[config.mk]
export PLATFORM = sky130hd
export DESIGN_NAME = charlcd_busmaster
export DESIGN_NICKNAME = d
export VERILOG_FILES = /design/src/rtl/charlcd_busmaster.sv
export SDC_FILE = /design/constraint.sdc
export NUM_CORES = 1
export LEC_CHECK = 0
export ABC_AREA = 1
export BUFFER_PORTS_ARGS = -buffer_cell sky130_fd_sc_hd__buf_2
export CAP_MARGIN = 15
export CORE_UTILIZATION = 35
export CTS_CLUSTER_DIAMETER = 100
export DETAILED_ROUTE_END_ITERATION = 10
export GPL_TIMING_DRIVEN = 0
export MAX_ROUTING_LAYER = met4
export SLEW_MARGIN = 20
export SYNTH_ARGS = -nofsm -noshare
export SYNTH_HDL_FRONTEND = slang
export SYNTH_SLANG_ARGS = --single-unit
[constraint.sdc]
create_clock -name clk -period 3.25 [get_ports clk]
set_input_delay 0.4875 -clock clk [delete_from_list [all_inputs] [get_ports clk]]
set_output_delay 0.4875 -clock clk [all_outputs]
set_load 0.005 [all_outputs]
[src/rtl/charlcd_busmaster.sv]
module charlcd_busmaster #(
  parameter int SETUP_CYC  = 5,
  parameter int HIGH_CYC   = 18,
  parameter int LOW_CYC    = 15,
  parameter int HOLD_CYC   = 2,
  parameter int WCYCLE_CYC = 50,
  parameter int RCYCLE_CYC = 100,
  parameter int POLL_LIMIT = 8
) (
  input  logic       clk,
  input  logic       rst_n,
  input  logic       mode4,
  input  logic       in_valid,
  input  logic       in_rs,
  input  logic [7:0] in_byte,
  output logic       in_ready,
  output logic       lcd_rs,
  output logic       lcd_rw,
  output logic       lcd_e,
  output logic [7:0] db_out,
  output logic       db_oe,
  input  logic       db_in_msb,
  output logic       timeout_err
);

  function automatic int maxi(input int a, input int b);
    return (a > b) ? a : b;
  endfunction

  localparam int W_TAIL = maxi(maxi(LOW_CYC - SETUP_CYC, WCYCLE_CYC - SETUP_CYC - HIGH_CYC), maxi(HOLD_CYC, 2));
  localparam int R_TAIL = maxi(maxi(LOW_CYC - SETUP_CYC, RCYCLE_CYC - SETUP_CYC - HIGH_CYC), maxi(HOLD_CYC, 2));
  localparam int CNT_MAX = maxi(maxi(W_TAIL, R_TAIL), maxi(SETUP_CYC, HIGH_CYC));
  localparam int CNT_W = $clog2(CNT_MAX + 1);
  localparam int POLL_W = $clog2(POLL_LIMIT + 1);

  typedef enum logic [2:0] {ST_IDLE, ST_TURN, ST_SETUP, ST_HIGH, ST_TAIL} st_t;

  st_t              st;
  logic [CNT_W-1:0] cnt;
  logic [POLL_W-1:0] polls;
  logic             m4, rd, nib, flag;
  logic [7:0]       hold_byte;
  logic             rs_q, rw_q, e_q, oe_q, err_q;
  logic [7:0]       dout_q;
  logic [CNT_W-1:0] tail_last;

  assign tail_last   = rd ? CNT_W'(R_TAIL - 1) : CNT_W'(W_TAIL - 1);
  assign in_ready    = (st == ST_IDLE);
  assign lcd_rs      = rs_q;
  assign lcd_rw      = rw_q;
  assign lcd_e       = e_q;
  assign db_out      = dout_q;
  assign db_oe       = oe_q;
  assign timeout_err = err_q;

  always_ff @(posedge clk) begin
    if (!rst_n) begin
      st        <= ST_IDLE;
      cnt       <= '0;
      polls     <= '0;
      m4        <= 1'b0;
      rd        <= 1'b0;
      nib       <= 1'b0;
      flag      <= 1'b0;
      hold_byte <= '0;
      rs_q      <= 1'b0;
      rw_q      <= 1'b0;
      e_q       <= 1'b0;
      oe_q      <= 1'b0;
      err_q     <= 1'b0;
      dout_q    <= '0;
    end else begin
      case (st)
        ST_IDLE: if (in_valid) begin
          m4        <= mode4;
          hold_byte <= in_byte;
          rs_q      <= in_rs;
          rw_q      <= 1'b0;
          oe_q      <= 1'b1;
          dout_q    <= mode4 ? {in_byte[7:4], 4'b0000} : in_byte;
          nib       <= 1'b0;
          rd        <= 1'b0;
          err_q     <= 1'b0;
          cnt       <= '0;
          st        <= ST_SETUP;
        end
        ST_TURN: begin
          rw_q <= 1'b1;
          cnt  <= '0;
          st   <= ST_SETUP;
        end
        ST_SETUP: begin
          if (cnt == CNT_W'(SETUP_CYC - 1)) begin
            e_q <= 1'b1;
            cnt <= '0;
            st  <= ST_HIGH;
          end else begin
            cnt <= cnt + 1'b1;
          end
        end
        ST_HIGH: begin
          if (cnt == CNT_W'(HIGH_CYC - 1)) begin
            e_q <= 1'b0;
            cnt <= '0;
            st  <= ST_TAIL;
            if (rd && !nib) flag <= db_in_msb;
          end else begin
            cnt <= cnt + 1'b1;
          end
        end
        ST_TAIL: begin
          if (cnt == tail_last) begin
            cnt <= '0;
            if (!rd) begin
              if (m4 && !nib) begin
                nib    <= 1'b1;
                dout_q <= {hold_byte[3:0], 4'b0000};
                st     <= ST_SETUP;
              end else begin
                oe_q   <= 1'b0;
                dout_q <= '0;
                rs_q   <= 1'b0;
                rd     <= 1'b1;
                nib    <= 1'b0;
                polls  <= '0;
                st     <= ST_TURN;
              end
            end else if (m4 && !nib) begin
              nib <= 1'b1;
              st  <= ST_SETUP;
            end else if (!flag) begin
              st <= ST_IDLE;
            end else if (polls == POLL_W'(POLL_LIMIT - 1)) begin
              err_q <= 1'b1;
              st    <= ST_IDLE;
            end else begin
              polls <= polls + 1'b1;
              nib   <= 1'b0;
              st    <= ST_SETUP;
            end
          end else begin
            cnt <= cnt + 1'b1;
          end
        end
        default: st <= ST_IDLE;
      endcase
    end
  end

endmodule


==> results of run 1 <==
## kinds of logic after synthesis
| family | Yosys count | share of synthesized area, % |
|---|---|---|
| and+or+nand+nor | 140 | 34.9 |
| AOI/OAI and AO/OA | 50 | 14.0 |
| buffers and inverters | 46 | 10.4 |
| DFF | 35 | 38.0 |
| adders and majority gates | 4 | 2.72 |
## placed cells by master, fill, tap and decap left out, drive strengths merged
cell	Yosys	final
a211oi	1	1
a21oi	29	29
buf	6	32
bufinv	0	1
clkbuf	1	7
clkinv	0	1
dfxtp	35	35
ha	4	4
inv	39	39
nand2	72	72
nand3	25	25
nand3b	2	2
nand4	9	9
nor2	27	27
nor3	3	3
nor4	1	1
o211ai	1	1
o21ai	18	18
o31ai	1	1
or2	1	1
## area by class of cell
type,count,area [um^2],share of cell area (%)
Multi-Input combinational cell,194,951,43.7
Clock inverter,2,35.0,1.61
Sequential cell,35,701,32.2
Timing Repair Buffer,26,130,5.97
Inverter,39,146,6.72
Buffer,7,45.0,2.07
Tap cell,70,87.6,4.02
Clock buffer,6,82.6,3.79
## registers in the layout (all words and copies together) (netlist names), 3 cells and up
register / flops
hold_byte: 4
st: 3
db_out: 8
cnt: 7
polls: 4
## critical path, stage by stage, from the launching register on
cell	delay (ns)
dfxtp_1	0.45
inv_1	0.12
ha_1	0.21
nand2_1	0.05
nand3b_1	0.12
nand2_1	0.09
nand2_1	0.09
inv_1	0.07
nand3_2	0.12
nand2_1	0.09
a21oi_1	0.12
## final timing paths
check / startpoint / end / slack (ns) / cells after the start
worst max-delay path: cnt[0]$_SDFFE_PN0P_ / cnt[0]$_SDFFE_PN0P_ / 1.66 / 10
worst min-delay path: lcd_e$_SDFFE_PN0P_ / lcd_e$_SDFFE_PN0P_ / 0.45 / 2
worst max register to register: cnt[0]$_SDFFE_PN0P_ / cnt[0]$_SDFFE_PN0P_ / 1.66 / 10
worst min register to register: lcd_e$_SDFFE_PN0P_ / lcd_e$_SDFFE_PN0P_ / 0.45 / 2
## power groups by stage
stage | Clock, mW | Sequential, mW | Combinational [mW]
final | 0.417 | 0.477 | 0.194
after global placement | 0 | 0.487 | 0.192
after detailed placement | 0 | 0.487 | 0.194
after global routing | 0.440 | 0.482 | 0.224
after CTS | 0.429 | 0.477 | 0.195
after floorplan | 0 | 0.486 | 0.134
## Yosys cell counts (2+ instances only)
cell type / count / area, um^2
dfxtp_1: 35 / 701
inv_1: 35 / 131
inv_2: 4 / 15.0
nand3b_1: 2 / 15.0
nand4_1: 9 / 56.3
buf_6: 2 / 22.5
nor2_4: 3 / 33.8
nand3_1: 23 / 115
a21oi_1: 29 / 145
nand3_2: 2 / 20.0
ha_1: 4 / 50.1
buf_2: 3 / 15.0
o21ai_0: 17 / 85.1
nor2_1: 23 / 86.3
nand2_1: 69 / 259
nor3_1: 3 / 15.0
nand2_2: 2 / 12.5
## layer usage
metal | vias to the layer above | track usage (%)
li1 | 957 | -
met1 | 822 | 22.5
met2 | 51 | 28.2
met3 | 5 | 4.61
met4 | 0 | 5.87
met5 | - | -
## stage by stage
step,cells,cell area (um^2)
2_1_floorplan,275,1840
3_3_place_gp,371,2060
3_5_place_dp,371,2060
4_1_cts,379,2180
5_1_grt,379,2180
6_report,379,2180
==> results.sh, run 1 <==
export IMPL_clkPwrFrac_pct=38.3
export IMPL_path_max_fanout=7
export IMPL_clockBufferDepth=2
export IMPL_drt_met1_wl_mm=2.11
export IMPL_finClkSkew_ns=0.00447
export IMPL_max_cap_violations=0
export IMPL_coreArea_um2=5070
export IMPL_grt_pass1_vias=1661
export IMPL_cts_hold_buffers=0
export IMPL_die_w_um=74.6
export IMPL_rsz0062_at_grt="no"
export IMPL_firstDrtPassIters=4
export IMPL_crit_required_ns=3.47
export IMPL_grt_pass1_wl_mm=7.37
export IMPL_switching_share_pct=28.8
export IMPL_wl_met2_mm=1.99
export IMPL_clock_sinks=35
export IMPL_routabilityCongestion=0.888
export IMPL_initial_core_util_pct=36.3
export IMPL_critPathKind="reg2reg"
export IMPL_slew_violations=0
export IMPL_cts_repair_resized=0
export IMPL_hp_class="reg2reg"
export IMPL_hold_ws_ns=0.446
export IMPL_finalPower_mw=1.09
export IMPL_cts_made_buffers=5
export IMPL_power_frac_comb_pct=17.8
export IMPL_grt_use_total_pct=18.0
export IMPL_design_portCount=28
export IMPL_hold_violations=0
export IMPL_setup_viol=0
export IMPL_drc_errors=0
export IMPL_num_nets_final=326
export IMPL_worst_slack_ns=1.66
export IMPL_hpwlAfterDp_mm=3.30
export IMPL_die_area_um2=5560
export IMPL_synth_edf_count=0
export IMPL_netlist_area_um2=1840
export IMPL_synth_flop_cell="dfxtp_1"
export IMPL_route_vias_total=1835
export IMPL_area_delta_synth_final_pct=18.2
export IMPL_vias_per_cell=4.84
export IMPL_async_flop_share_pct=0
export IMPL_status="finished clean"
export IMPL_power_density_nw_per_um2=499
export IMPL_clkLatencyLatePin_ns=0.29
export IMPL_fp_row_count=26
export IMPL_ir_worst_vdd_uv=325
export IMPL_ctsRootBufferMaster="clkbuf_8"
export IMPL_period_needed_ns=1.59
export IMPL_arrival_ns=1.81
export IMPL_drive_above_1_share_pct=17.2
export IMPL_diodes=0
export IMPL_avgSynthCellArea_um2=6.70
export IMPL_post_route_period_util_pct=48.8
export IMPL_synth_seq_cells=35
export IMPL_synth_nets=293
export IMPL_end_kind="flop"
export IMPL_top_layer="met4"
export IMPL_port_buffers=26
export IMPL_avgRoutedWirePerCell_um=11.6
export IMPL_cts_setup_buffers=0
export IMPL_max_slew_margin_rel_pct=65.8
export IMPL_yosysWarnings=0
export IMPL_syn_inst=275
export IMPL_n_fill_cell=557
export IMPL_drt_wl_total_mm=4.39
export IMPL_overflow=0
export IMPL_ys_seq_area_share_pct=38.0
export IMPL_fin_setup_tns_ns=0
export IMPL_max_freq_ghz=0.630
export IMPL_die_y_um=74.6
export IMPL_power_leakage_nw=0.984
export IMPL_cts_tree="yes"
export IMPL_clkSlewWorstSetupHoldPaths_ns=0.08
export IMPL_htree_levels=2
export IMPL_dp_slack_ns=1.71
export IMPL_detail_route_antenna_nets=0
export IMPL_grt_max_degree=12
export IMPL_p_int_mw=0.775
export IMPL_grt_antenna_before_repair=0
export IMPL_synth_distinct_cells=27
export IMPL_worst_slew_pin_transition_ns=0.513
export IMPL_crit_path_start_kind="flop"
export IMPL_power_frac_seq_pct=43.9
export IMPL_dr_wl_met3_um=248
export IMPL_switching_power_mw=0.313
export IMPL_post_route_util_pct=42.9
export IMPL_drt_iter0_drc=110
(Power assumes the default switching activity.)
==> inputs of run 2 (changes only) <==
==> constraint.sdc (replaced) <==
create_clock -name clk -period 1.4 [get_ports clk]
set_input_delay 0.21 -clock clk [delete_from_list [all_inputs] [get_ports clk]]
set_output_delay 0.21 -clock clk [all_outputs]
set_load 0.005 [all_outputs]
==> run 2 against run 1 <==
The flow now finishes with violations (negative setup slack). Global-route usage up 0.61 points. First-iteration DRC count rose by 1.8%. Sequential cell count did not move. Non-clock buffer count rose by 13. Fmax is 12% higher. Utilization rose by 6.8 points. Setup slack lost 1.7 ns. Worst hold slack worse by 0.27 ns. Die area unchanged. Combinational power increased to 3.2 times the previous value. Total power is 150% higher. Critical path type unchanged.
==> results.sh, run 2 (synthesis results as in run 1) <==
export IMPL_largest_reg_flops=8
export IMPL_route_vias_total=1936
export IMPL_grt_antenna_before_repair=0
export IMPL_routabilityCongestion=0.888
export IMPL_critPathKind="reg2reg"
export IMPL_detail_route_antenna_nets=0
export IMPL_r2r_start="st[0]$_SDFFE_PN0P_"
export IMPL_hold_violations=0
export IMPL_worst_slack_ns=-0.0231
export IMPL_grt_pass1_vias=1699
export IMPL_overflow=0
export IMPL_slew_violations=0
export IMPL_arrival_ns=1.64
export IMPL_clkLatencyLatePin_ns=0.29
export IMPL_crit_family="simple AND/OR/NAND/NOR gates"
export IMPL_clockBufferDepth=2
export IMPL_power_frac_seq_pct=41.5
export IMPL_ctsRootBufferMaster="clkbuf_8"
export IMPL_top_layer="met4"
export IMPL_cts_tree="yes"
export IMPL_cp_num_buf_inv=3
export IMPL_status="finished, violations left"
export IMPL_critical_path_max_stage_delay_ns=0.37
export IMPL_dr_wl_met3_um=231
export IMPL_rsz0062_at_grt="yes"
export IMPL_finClkSkew_ns=0.00385
export IMPL_port_buffers=26
export IMPL_clock_sinks=35
export IMPL_die_y_um=74.6
export IMPL_worst_path_max_delay_cell="dfxtp_4"
export IMPL_setup_viol=2
export IMPL_ir_worst_vdd_uv=768
export IMPL_htree_levels=2
export IMPL_diodes=0
export IMPL_power_leakage_nw=1.09
export IMPL_cts_hold_buffers=0
export IMPL_grt_use_total_pct=18.6
export IMPL_firstDrtPassIters=4
export IMPL_cts_made_buffers=5
export IMPL_period_needed_ns=1.42
export IMPL_max_freq_ghz=0.703
export IMPL_avgRoutedWirePerCell_um=12.3
export IMPL_max_cap_violations=0
export IMPL_clkSlewWorstSetupHoldPaths_ns=0.08
export IMPL_grt_pass1_wl_mm=7.64
export IMPL_final_common_cell="nand2_1"
export IMPL_layout_common_cells="nand2_1 (58), inv_1 (29), buf_2 (27)"
export IMPL_drt_iter0_drc=112
export IMPL_post_route_period_util_pct=102
export IMPL_switching_share_pct=30.0
export IMPL_crit_path_start_kind="flop"
export IMPL_design_portCount=28
export IMPL_initial_core_util_pct=36.3
export IMPL_clkPwrFrac_pct=35.8
export IMPL_power_density_nw_per_um2=1070
export IMPL_end_kind="flop"
export IMPL_drt_wl_total_mm=4.80
export IMPL_path_max_fanout=7
export IMPL_die_area_um2=5560
export IMPL_max_slew_margin_rel_pct=62.2
export IMPL_crit_required_ns=1.62
export IMPL_hp_class="in2reg"
export IMPL_hpwlAfterDp_mm=3.30
export IMPL_switching_power_mw=0.810
export IMPL_num_nets_final=339
export IMPL_finalPower_mw=2.70
export IMPL_wl_met2_mm=2.28
export IMPL_crit_path_start="st[0]$_SDFFE_PN0P_"
export IMPL_critical_path_cell_chain="nor2_4 > inv_4 > nor2_4 > buf_6 > nand2_4 > buf_6 > nand2_2 > o21ai_1 > nor2_1"
export IMPL_fp_row_count=26
export IMPL_place_area_um2=2060
export IMPL_grt_max_degree=12
export IMPL_hold_start="in_rs"
export IMPL_worst_slew_pin_transition_ns=0.568
export IMPL_die_w_um=74.6
export IMPL_drt_met1_wl_mm=2.23
export IMPL_vias_per_cell=4.94
export IMPL_drive_above_1_share_pct=37.0
export IMPL_design_area_um2=2520
export IMPL_power_frac_comb_pct=22.7
export IMPL_drc_errors=0
export IMPL_area_delta_synth_final_pct=36.9
export IMPL_coreArea_um2=5070
export IMPL_violations="negative setup slack"
export IMPL_hold_ws_ns=0.180
export IMPL_p_int_mw=1.89
## run 2: cell types whose count changed in the layout (fill, tap and decap cells not counted), moves of 4 or more
cell | before | now
dfxtp_1 | 35 | 25
a21oi_1 | 29 | 25
nand3_1 | 23 | 17
buf_4 | 0 | 12
nand2_1 | 69 | 58
nand2_2 | 2 | 10
dfxtp_2 | 0 | 7
inv_1 | 35 | 29
o21ai_0 | 17 | 10
nand3_2 | 2 | 7
o21ai_2 | 0 | 4
nor2_2 | 1 | 7
inv_4 | 0 | 5
nor2_1 | 23 | 16
## run 2: worst paths after layout
kind                                             to  slack (ns)  cells past startpoint
worst max-delay path             st[0]$_SDFFE_PN0P_       -0.02                      9
worst min-delay path            lcd_rs$_SDFFE_PN0P_        0.18                      3
worst max register to register   st[0]$_SDFFE_PN0P_       -0.02                      9
worst min register to register   lcd_e$_SDFFE_PN0P_        0.45                      2
## run 2: power by group through the flow
stage          combinational (mW)  clock [mW]  sequential [mW]
5_1_grt                     0.685        1.02             1.13
4_1_cts                     0.548       0.995             1.12
3_3_place_gp                0.446           0             1.13
3_5_place_dp                0.450           0             1.13
2_1_floorplan               0.311           0             1.13
6_report                    0.614       0.966             1.12
## run 2: repair_timing
item	CTS	global route
setup buffers	9	4
pin swaps	11	14
endpoints found under the setup margin	24	31
gates cloned	0	1
gates resized for setup	40	44
## run 2: area by class of cell
cell class	count	area (um^2)
Tap cell	70	87.6
Timing Repair Buffer	40	260
Clock buffer	6	82.6
Inverter	39	159
Sequential cell	35	721
Fill cell	523	2550
Buffer	6	46.3
Clock inverter	2	35.0
Multi-Input combinational cell	194	1130
## run 2: through the flow
step                      TNS, ns  worst slack, ns  util, %  std cells
final                     -0.0273          -0.0231     49.7        392
after global placement      -1.87           -0.148     40.6        371
after CTS                       0          0.00163     46.1        388
after floorplan                 0           0.0861        -        275
after detailed placement    -2.05           -0.144     40.6        371
after global routing        -1.51           -0.109     49.7        392
## run 2: layer usage
layer  global-route usage, %  vias up
met5                       -        -
met4                    5.66        0
met3                    4.34        7
met2                    29.6       47
met1                    23.3      898
li1                        -      984
## run 2: tightest hold or removal path, delay by kind of cell
kind | cells | cell delay (ns)
AOI/OAI and AO/OA | 1 | 0.06
buffers and inverters | 1 | 0.09
and+or+nand+nor | 1 | 0.07
